**src/rtl/dec_pkg.sv**
```systemverilog
package dec_pkg;

    localparam int NIB_W = 4;

    typedef struct packed {
        logic rise_lvl;
        logic fall_lvl;
    } pin_pair_t;

    // One count step: rising-edge input goes up with the other input high,
    // or falling-edge input goes down with the other input low.
    // Enables are judged on the new sample.
    function automatic logic qualify(input pin_pair_t now_s, input pin_pair_t prev_s);
        logic up_ok;
        logic dn_ok;
        up_ok = now_s.rise_lvl & ~prev_s.rise_lvl & now_s.fall_lvl;
        dn_ok = ~now_s.fall_lvl & prev_s.fall_lvl & ~now_s.rise_lvl;
        return up_ok | dn_ok;
    endfunction

endpackage

```
**src/rtl/edge_qual.sv**
```systemverilog
module edge_qual
    import dec_pkg::*;
#(
    parameter int SYNC_STAGES = 2
) (
    input  logic clk,
    input  logic rst,
    input  logic rise_in,
    input  logic fall_in,
    output logic step
);
    localparam int TOP = SYNC_STAGES - 1;

    logic [TOP:0]         rise_sh;
    logic [TOP:0]         fall_sh;
    logic [SYNC_STAGES:0] warm;
    pin_pair_t            now_s;
    pin_pair_t            prev_s;

    always_ff @(posedge clk) begin
        if (rst) begin
            rise_sh <= '0;
            fall_sh <= '0;
            warm    <= '0;
            prev_s  <= '0;
        end else begin
            rise_sh <= {rise_sh[TOP-1:0], rise_in};
            fall_sh <= {fall_sh[TOP-1:0], fall_in};
            warm    <= {warm[SYNC_STAGES-1:0], 1'b1};
            prev_s  <= now_s;
        end
    end

    always_comb begin
        now_s.rise_lvl = rise_sh[TOP];
        now_s.fall_lvl = fall_sh[TOP];
    end

    // No step until the synchroniser has filled after reset
    assign step = warm[SYNC_STAGES] & qualify(now_s, prev_s);

    assert_no_count_disabled_R5: assert property (@(posedge clk) disable iff (rst)
        ((now_s.rise_lvl && !prev_s.rise_lvl && !now_s.fall_lvl && !(prev_s.fall_lvl && !now_s.rise_lvl))
         || (!now_s.fall_lvl && prev_s.fall_lvl && now_s.rise_lvl)) |-> !step);

    assert_opposite_mix_R8: assert property (@(posedge clk) disable iff (rst)
        ((now_s.rise_lvl != prev_s.rise_lvl) && (now_s.fall_lvl != prev_s.fall_lvl)
         && (now_s.rise_lvl != now_s.fall_lvl)) |-> !step);

    assert_fall_counts_R3: assert property (@(posedge clk) disable iff (rst)
        (warm[SYNC_STAGES] && prev_s.fall_lvl && !now_s.fall_lvl && !now_s.rise_lvl) |-> step);

endmodule

```
**src/rtl/clr_sync.sv**
```systemverilog
module clr_sync #(
    parameter int STAGES = 2
) (
    input  logic clk,
    input  logic rst,
    input  logic clr_in,
    output logic clr_hold
);
    logic [STAGES-1:0] sh;

    // Asserts at once, releases after STAGES clock edges
    always_ff @(posedge clk or posedge clr_in) begin
        if (clr_in)
            sh <= '1;
        else if (rst)
            sh <= '0;
        else
            sh <= {sh[STAGES-2:0], 1'b0};
    end

    assign clr_hold = sh[STAGES-1];
endmodule

```
**src/rtl/nib_counter.sv**
```systemverilog
module nib_counter #(
    parameter int W = 4
) (
    input  logic         clk,
    input  logic         rst,
    input  logic         clr_hold,
    input  logic         step,
    output logic [W-1:0] count,
    output logic         carry
);
    logic [W-1:0] cnt_q;

    always_ff @(posedge clk or posedge clr_hold) begin
        if (clr_hold)
            cnt_q <= '0;
        else if (rst)
            cnt_q <= '0;
        else if (step)
            cnt_q <= cnt_q + 1'b1;
    end

    assign count = cnt_q;
    assign carry = &cnt_q;

    assert_count_step_R2: assert property (@(posedge clk) disable iff (rst)
        (step && !clr_hold) |=> (clr_hold || count == W'($past(count) + 1'b1)));

    assert_hold_no_step_R4: assert property (@(posedge clk) disable iff (rst)
        (!step) |=> (clr_hold || $stable(count)));

    assert_clear_zero_R6: assert property (@(posedge clk) disable iff (rst)
        clr_hold |-> (count == '0));

    assert_wrap_R7: assert property (@(posedge clk) disable iff (rst)
        (step && !clr_hold && carry) |=> (count == '0 && !carry));
endmodule

```
**src/rtl/dual_edge_counter.sv**
```systemverilog
module dual_edge_counter
    import dec_pkg::*;
#(
    parameter int NUM_CH      = 2,
    parameter int CNT_W       = NIB_W,
    parameter int SYNC_STAGES = 2
) (
    input  logic                    clk,
    input  logic                    rst,
    input  logic [NUM_CH-1:0]       rise_in,
    input  logic [NUM_CH-1:0]       fall_in,
    input  logic [NUM_CH-1:0]       clear_in,
    output logic [NUM_CH*CNT_W-1:0] count_o,
    output logic [NUM_CH-1:0]       carry_o
);
    for (genvar ch = 0; ch < NUM_CH; ch++) begin : g_ch
        logic step;
        logic clr_hold;

        edge_qual #(.SYNC_STAGES(SYNC_STAGES)) u_edge (
            .clk     (clk),
            .rst     (rst),
            .rise_in (rise_in[ch]),
            .fall_in (fall_in[ch]),
            .step    (step)
        );

        clr_sync #(.STAGES(SYNC_STAGES)) u_clr (
            .clk      (clk),
            .rst      (rst),
            .clr_in   (clear_in[ch]),
            .clr_hold (clr_hold)
        );

        nib_counter #(.W(CNT_W)) u_cnt (
            .clk      (clk),
            .rst      (rst),
            .clr_hold (clr_hold),
            .step     (step),
            .count    (count_o[ch*CNT_W +: CNT_W]),
            .carry    (carry_o[ch])
        );
    end
endmodule

```
**config.mk**
```make
export PLATFORM = sky130hd
export DESIGN_NAME = dual_edge_counter
export DESIGN_NICKNAME = d
export VERILOG_FILES = /design/src/rtl/dec_pkg.sv /design/src/rtl/edge_qual.sv /design/src/rtl/clr_sync.sv /design/src/rtl/nib_counter.sv /design/src/rtl/dual_edge_counter.sv
export SDC_FILE = /design/constraint.sdc
export NUM_CORES = 1
export LEC_CHECK = 0
export BUFFER_PORTS_ARGS = -buffer_cell sky130_fd_sc_hd__buf_2
export CORE_ASPECT_RATIO = 0.7
export CORE_MARGIN = 3
export CORE_UTILIZATION = 53
export CTS_CLUSTER_DIAMETER = 100
export CTS_CLUSTER_SIZE = 20
export DETAILED_ROUTE_END_ITERATION = 7
export PLACE_DENSITY = 0.85
export REMOVE_ABC_BUFFERS = 1
export SYNTH_ARGS = -nofsm -noshare
export SYNTH_HDL_FRONTEND = slang
export SYNTH_SLANG_ARGS = --single-unit
```
**constraint.sdc**
```tcl
create_clock -name clk -period 1.2 [get_ports clk]
set_input_delay 0.06 -clock clk [delete_from_list [all_inputs] [get_ports clk]]
set_output_delay 0.06 -clock clk [all_outputs]
set_load 0.01 [all_outputs]
```
==> results of run 1 <==
layout by cell type (no fill, tap or decap):
cell and n:
buf_2 14, nand4b_1 2, a21o_1 2, and3_4 1, and4bb_1 2, nor2b_1 20, nand3_1 5, o21ai_0 2
a21oi_1 2, buf_6 4, mux2_4 4, inv_1 5, and4b_1 2, clkbuf_4 3, dlygate4sd3_1 6, o21ai_2 2
nor2_1 4, conb_1 2, a21oi_2 4, and3_1 1, dfxtp_4 2, nand3_2 1, inv_6 1, dfxtp_2 3
dfxtp_1 10, dfrtp_1 8, buf_4 12, nand4bb_4 2, ha_2 2, dfstp_2 4
registers in the layout, summed over array words and instances (netlist names):
name and count:
g_ch.u_edge.rise_sh 4, g_ch.u_edge.prev_s 4, g_ch.u_cnt.count 8, g_ch.u_clr.sh 4
g_ch.u_edge.fall_sh 4, g_ch.u_edge.warm 3
stage by stage:
stage	hold WS [ns]	utilization (%)	setup slack, ns	TNS (ns)
floorplan	-0.0285	-	0.0293	0
finish	0.0881	83.5	-0.0821	-0.206
global placement	0.0812	68.4	-0.0252	-0.0289
CTS	0.0603	81.4	-0.100	-0.210
global route	0.0528	83.5	-0.165	-0.755
detailed placement	0.0874	68.4	-0.0962	-0.233
report_power, final:
group	internal (µW)	switching [µW]	leakage [µW]
sequential	935	16.5	0.000281
clock	136	270	0.0000183
combinational	49.5	39.9	0.000362
final timing paths:
| check | end | slack [ns] | startpoint |
|---|---|---|---|
| hold reg to reg | g_ch[0].u_cnt.count[0] | 0.13 | g_ch[0].u_clr.sh[1] |
| setup reg to reg | g_ch[1].u_cnt.count[2] | -0.05 | g_ch[0].u_edge.warm[2] |
| max in group asynchronous | g_ch[0].u_clr.sh[0] | 0.87 | clear_in[0] |
| hold / removal | g_ch[0].u_cnt.count[0] | 0.09 | rst |
| setup / recovery | carry_o[0] | -0.08 | g_ch[0].u_cnt.count[0] |
| min in group asynchronous | g_ch[0].u_cnt.count[0] | 0.13 | g_ch[0].u_clr.sh[1] |
kinds of logic after synthesis:
logic type	after synthesis
DFF	27
AOI/OAI and AO/OA	12
buffers and inverters	10
muxes	4
adders and majority gates	2
other	1
and+or+nand+nor	40
what timing repair did:
action | 4_1_cts | 5_1_grt
gates resized for setup | 18 | 7
setup buffers | 7 | 1
endpoints found under the setup margin | 6 | 9
pin swaps | 7 | 12
hold endpoints to repair | 8 | 0
hold buffers | 6 | 0
layer usage:
layer	vias to the layer above	GRT usage, %	share of wire [%]
li1	391	-	-
met1	387	22.0	41
met2	18	36.4	54
met3	4	5.65	3.4
met4	0	10.6	1.6
met5	-	0	0
layout make-up:
| cell class | count | share of cell area (%) |
|---|---|---|
| Timing Repair Buffer | 36 | 18.2 |
| Sequential cell | 27 | 42.4 |
| Inverter | 5 | 1.29 |
| Tap cell | 21 | 1.81 |
| Multi-Input combinational cell | 60 | 34.1 |
| Clock inverter | 1 | 0.602 |
| Clock buffer | 3 | 1.55 |
==> flow_summary.rst, run 1 <==
.. list-table::
   :header-rows: 1

   * - Metric
     - Value
   * - Violated checks
     - negative setup slack
   * - Arr. time, crit path
     - around 1.2 ns
   * - Category of cells accounting for the largest share of critical-path delay
     - flip-flops
   * - Unrepaired setup endpoints after global routing
     - true
   * - Largest stage delay on the critical path
     - approximately 0.41 ns
   * - Number of placed instances with taps included
     - roughly 140
   * - Antenna violations before repair
     - 0
   * - Number of maximum-capacitance violations
     - 0
   * - Fraction of synthesized area in multiplexers
     - between 4 and 5%
   * - First-pass GRT wire length
     - 3.79 mm
   * - Class of the most critical hold timing path
     - input port to flip-flop
   * - Cts bufs inserted
     - 3
   * - Number of buffers and inverters on the critical path
     - 1
   * - Clock skew
     - roughly 0.0024 ns
   * - Number of DRC violations after detailed-routing iteration 0
     - 40
   * - Clk pin slew, worst setup/hold paths
     - around 0.14 ns
   * - Drt via density
     - roughly 5.2
   * - Combined area of the multi-input logic cells
     - approximately 500 µm²
   * - Xor/xnor share of the synthesized area
     - 0%
   * - Via Count
     - 800
   * - Mapped cell area
     - roughly 1100 µm²
   * - Post-layout min period
     - 1.28 ns
   * - Critical Path Source Type
     - flip-flop
   * - Antenna viol nets, final
     - 0
   * - Share of synthesized cell area in full adder, half adder and majority cells
     - about 2.3%
   * - Synthesis Warnings
     - 0
   * - Number of iterations in the first detailed-routing pass
     - 4
   * - Largest net degree at the start of global routing
     - 18
   * - GRT Total Usage
     - 20.4%
   * - Number of sinks on the clock net
     - 27
   * - Power density over the cells
     - 995 nW/µm²
   * - Non-filler instance count after layout
     - roughly 150
   * - Hold Path Stages
     - 2
   * - DRC violations left
     - 0
   * - CTS H-Tree Depth
     - 1
   * - Final HPWL DP
     - 1.36 mm
   * - Final count of negative-setup-slack endpoints
     - 4
   * - Port Buffers
     - 17
   * - Vias in the first global route
     - about 830
   * - Worst supply voltage drop on vdd
     - ~0.0011 V
   * - Number of diodes
     - 0
   * - Routability-driven placement congestion ratio
     - approximately 0.87
   * - Summed area of non-filler cells in the final layout
     - between 1000 and 1500 µm²
   * - Max-slew violation count
     - 0
   * - Post-synthesis average cell area
     - 11.1 µm²
   * - Count leader, synth
     - nor2b_1
   * - Highest fanout seen on the critical path
     - 2
   * - Number of buffers on the longest clock path
     - 2
   * - Synthesized instance count
     - 96
   * - Die extent in x
     - ~60 µm
   * - Number of stages on the worst setup path
     - 3
   * - Reg2reg path depth
     - 3
   * - Avg WL per Cell
     - about 15 µm
   * - Fmax achieved
     - around 0.78 GHz
   * - Critical path data required time
     - between 1 and 1.5 ns
   * - Area share of and/or/nand/nor cells after synthesis
     - approximately a quarter
   * - Synth-to-Final Area Change
     - 36.4%
   * - Primary flip-flop cell chosen by synthesis mapping
     - dfxtp_1
   * - Cell accounting for the most synthesized area
     - dfxtp_1
   * - Setup slack after layout
     - -0.0821 ns
   * - Top-Level Pins
     - 18
   * - Die Height
     - approximately 44 µm
   * - FF/Latch Area
     - between 600 and 700 µm²
   * - Area share of the leading cell type in the synthesized netlist
     - 28.2%
   * - PnR Total Power
     - about 1400 µW
   * - Capturing element type of the critical path
     - primary output
   * - Leading post-synthesis cells by instance count
     - 20 x nor2b_1, 15 x dfxtp_1, 8 x dfrtp_1, 6 x a21oi_1, 6 x nand3_1
   * - Total length of routed wires
     - 2.23 mm
   * - Area post-placement
     - roughly 1200 µm²
   * - Worst-Skew Late Latency
     - about 0.32 ns
   * - Final-report hold violation count
     - 0
   * - Category of the critical setup timing path
     - flip-flop to primary output
   * - Distinct cell type count after synthesis
     - 23
   * - Initial Utilization
     - between 60% and 70%
   * - Cells traversed along the worst timing path
     - ha_2 > and3_4 > buf_6
   * - Area enclosed by the die boundary
     - between 2000 and 3000 µm²
   * - Area fraction in compound gates after synthesis
     - under 10%
   * - Main combinational cell family by area after synthesis
     - simple AND/OR/NAND/NOR gates
   * - Async set or reset register ratio after synthesis
     - roughly 44%
   * - Post-synth EDFFs
     - 0
   * - Ratio of cells with drive above 1 in the final layout
     - 44.7%
   * - Library cell used as clock root buffer
     - clkbuf_4
   * - Crit path max-delay cell type
     - dfrtp_1
   * - Grt ovf
     - 0
   * - Synthesized flop and latch total
     - 27
   * - TritonCTS clock tree
     - built
   * - Number of rows in the core area
     - 12
   * - Placeable core area
     - 1740 µm²
   * - Leakage Power
     - approximately 0.00066 µW
   * - Top cells by area, synth
     - dfxtp_1 28%, dfrtp_1 19%, nor2b_1 12%
   * - Tcrit/Tclk final
     - 107%
   * - Run status
     - finished with violations
   * - Proportion of synthesized chip area in sequential cells
     - a little under three fifths
   * - Final net count
     - 143
   * - Fillers
     - 94
Power figures use the tool's default switching activity.
==> run 2, diff against run 1 <==
CORE_ASPECT_RATIO = unset   (was 0.7)
SLEW_MARGIN = 5   (was unset)
TNS_END_PERCENT = 1   (was unset)
==> run 2 against run 1 <==
Against the previous run:
- the run still ends with negative setup slack left
- combinational power shrank 4.8%
- non-clock buffer count shrank 3
- core utilization shrank 5.4 points
- maximum frequency grew 0.59%
- cell count grew 0.65%
- clock power shrank 1%
- via count shrank 0.50%
- sequential cell count is the same
- register-to-register slack lost 0.02 ns
==> flow_summary.rst, run 2 (synthesis gave the netlist of run 1 again) <==
.. list-table::
   :header-rows: 1

   * - Metric
     - Value
   * - Cts bufs inserted
     - 3 (unchanged)
   * - DRC violations left
     - 0 (unchanged)
   * - Number of placed instances with taps included
     - 137 (was 135)
   * - Routability-driven placement congestion ratio
     - 0.901 (was 0.872)
   * - Capturing element type of the critical path
     - primary output (unchanged)
   * - Grt ovf
     - 0 (unchanged)
   * - Run status
     - finished with violations (unchanged)
   * - Largest stage delay on the critical path
     - 0.42 ns (was 0.41 ns)
   * - GRT Total Usage
     - 16.1% (was 20.4%)
   * - CTS H-Tree Depth
     - 1 (unchanged)
   * - Avg WL per Cell
     - 13.5 µm (was 14.6 µm)
   * - Post-Place Worst Slack
     - -0.0691 ns (was -0.0962 ns)
   * - Total length of routed wires
     - 2.08 mm (was 2.23 mm)
   * - Area enclosed by the die boundary
     - 2590 µm² (about the same)
   * - Number of buffers and inverters on the critical path
     - 1 (unchanged)
   * - FF/Latch Area
     - 614 µm² (was 617 µm²)
   * - Arr. time, crit path
     - 1.21 ns (was 1.22 ns)
   * - Final-report hold violation count
     - 0 (unchanged)
   * - Category of cells accounting for the largest share of critical-path delay
     - flip-flops (unchanged)
   * - Hold slack final
     - 0.0736 ns (was 0.0881 ns)
   * - Worst-Skew Late Latency
     - 0.33 ns (was 0.32 ns)
   * - Leakage Power
     - 0.000648 µW (was 0.000661 µW)
   * - Power density over the cells
     - 1010 nW/µm² (was 995 nW/µm²)
   * - Antenna violations before repair
     - 0 (unchanged)
   * - End-of-flow core utilization
     - 78.1% (was 83.5%)
   * - Library cell used as clock root buffer
     - clkbuf_4 (unchanged)
   * - Antenna viol nets, final
     - 0 (unchanged)
   * - Placeable core area
     - 1820 µm² (was 1740 µm²)
   * - Flip-flop count of the largest register after layout
     - 8 (unchanged)
   * - Drt via density
     - 5.17 (was 5.23)
   * - Vias in the first global route
     - 759 (was 826)
   * - Via Count
     - 796 (was 800)
   * - Combined area of the multi-input logic cells
     - 479 µm² (was 495 µm²)
   * - Non-filler instance count after layout
     - 154 (was 153)
   * - Commonest cells after routing, fill and taps aside
     - 20 x nor2b_1, 13 x buf_2, 10 x dfxtp_1 (was 20 x nor2b_1, 14 x buf_2, 12 x buf_4)
   * - Endpoint of the worst hold-timing path
     - g_ch[0].u_clr.sh[1] (was g_ch[0].u_cnt.count[0])
   * - Category of the critical setup timing path
     - flip-flop to primary output (unchanged)
   * - Number of iterations in the first detailed-routing pass
     - 4 (unchanged)
   * - Ratio of cells with drive above 1 in the final layout
     - 40.3% (was 44.7%)
   * - Initial Utilization
     - 58.6% (was 61.2%)
   * - Number of DRC violations after detailed-routing iteration 0
     - 10 (was 40)
   * - Post-layout min period
     - 1.27 ns (was 1.28 ns)
   * - Hold Path Stages
     - 2 (unchanged)
   * - Reg2reg path depth
     - 3 (unchanged)
   * - Violated checks
     - negative setup slack (unchanged)
   * - Final HPWL DP
     - 1.13 mm (was 1.36 mm)
   * - Highest fanout seen on the critical path
     - 2 (unchanged)
   * - Critical register-to-register path startpoint
     - g_ch[0].u_edge.warm[2] (unchanged)
   * - Cells traversed along the worst timing path
     - ha_2 > and3_1 > buf_2 (was ha_2 > and3_4 > buf_6)
   * - Number of sinks on the clock net
     - 27 (unchanged)
   * - Final net count
     - 140 (was 143)
   * - Die extent in x
     - 50.9 µm (was 59.6 µm)
   * - Number of buffers on the longest clock path
     - 2 (unchanged)
   * - Worst supply voltage drop on vdd
     - 0.000805 V (was 0.00114 V)
   * - Synth-to-Final Area Change
     - 33.3% (was 36.4%)
   * - Port Buffers
     - 17 (unchanged)
   * - Most common cell after layout, fill and taps aside
     - nor2b_1 (unchanged)
   * - Fmax achieved
     - 0.785 GHz (was 0.780 GHz)
   * - Critical path data required time
     - 1.14 ns (about the same)
   * - Terminus of the critical flop-to-flop path
     - g_ch[0].u_cnt.count[2] (was g_ch[1].u_cnt.count[2])
   * - Reg2Reg Setup Slack
     - -0.07 ns (was -0.05 ns)
   * - Tcrit/Tclk final
     - 106% (was 107%)
   * - Top-Level Pins
     - 18 (unchanged)
   * - First-pass GRT wire length
     - 3.04 mm (was 3.79 mm)
   * - Unrepaired setup endpoints after global routing
     - true (unchanged)
   * - Setup slack after layout
     - -0.0745 ns (was -0.0821 ns)
   * - Critical Path Source Type
     - flip-flop (unchanged)
   * - Clk pin slew, worst setup/hold paths
     - 0.14 ns (about the same)
   * - Fillers
     - 114 (was 94)
   * - Largest net degree at the start of global routing
     - 18 (unchanged)
   * - Max-slew violation count
     - 0 (unchanged)
   * - Startpoint of the most critical hold path
     - rst (unchanged)
   * - Number of diodes
     - 0 (unchanged)
   * - Die Height
     - 50.9 µm (was 43.5 µm)
   * - Class of the most critical hold timing path
     - input port to flip-flop (unchanged)
   * - Number of rows in the core area
     - 15 (was 12)
   * - Crit path max-delay cell type
     - dfrtp_1 (unchanged)
   * - Sum of negative setup slack
     - -0.338 ns (was -0.206 ns)
   * - Clock skew
     - 0.00355 ns (was 0.00244 ns)
   * - Number of maximum-capacitance violations
     - 0 (unchanged)
   * - Final count of negative-setup-slack endpoints
     - 6 (was 4)
   * - TritonCTS clock tree
     - built (unchanged)
[run 2: repair_timing]
item                                    in CTS  in global routing
pin swaps                                    4                  7
setup buffers                                5                  2
hold endpoints to repair                     8                  0
gates resized for setup                      8                 14
hold buffers                                 6                  0
endpoints found under the setup margin       6                  8
[run 2: worst max path at each step]
stage,start,endpoint,depth (start not counted)
after floorplan,g_ch[0].u_edge.warm[2],g_ch[0].u_cnt.count[3],3
after global placement,g_ch[0].u_edge.warm[2],g_ch[1].u_cnt.count[3],3
final,g_ch[1].u_cnt.count[1],carry_o[1],3
after global routing,g_ch[1].u_cnt.count[1],carry_o[1],3
after detailed placement,g_ch[0].u_edge.warm[2],g_ch[0].u_cnt.count[3],3
after CTS,g_ch[0].u_cnt.count[1],carry_o[0],3
[run 2: cell type report]
| cell class | count | share of cell area [%] |
|---|---|---|
| clock inverters | 1 | 0.440 |
| clock buffers | 3 | 1.58 |
| repair buffers | 33 | 17.5 |
| inverters | 5 | 1.32 |
| flip-flops and latches | 27 | 43.2 |
| well taps | 25 | 2.20 |
| multi-input cells | 60 | 33.7 |
[run 2: stage by stage]
stage | power (µW) | area, µm²
2_1_floorplan | 995 | 1040
3_3_place_gp | 1030 | 1180
3_5_place_dp | 1030 | 1180
4_1_cts | 1440 | 1340
5_1_grt | 1500 | 1420
6_report | 1440 | 1420
[run 2: report_power, final]
group / internal [µW] / switching (µW) / leakage, µW / total (µW)
logic: 47.7 / 37.5 / 0.000349 / 85.2
clock network: 130 / 270 / 0.0000183 / 400
registers: 936 / 15.9 / 0.000281 / 952
[run 2: per-layer routing]
layer  global-route usage [%]  routed length, µm
met1                     17.7                856
met2                     26.7               1110
met3                     5.25                 68
met4                     10.3                 46
met5                        0                  0
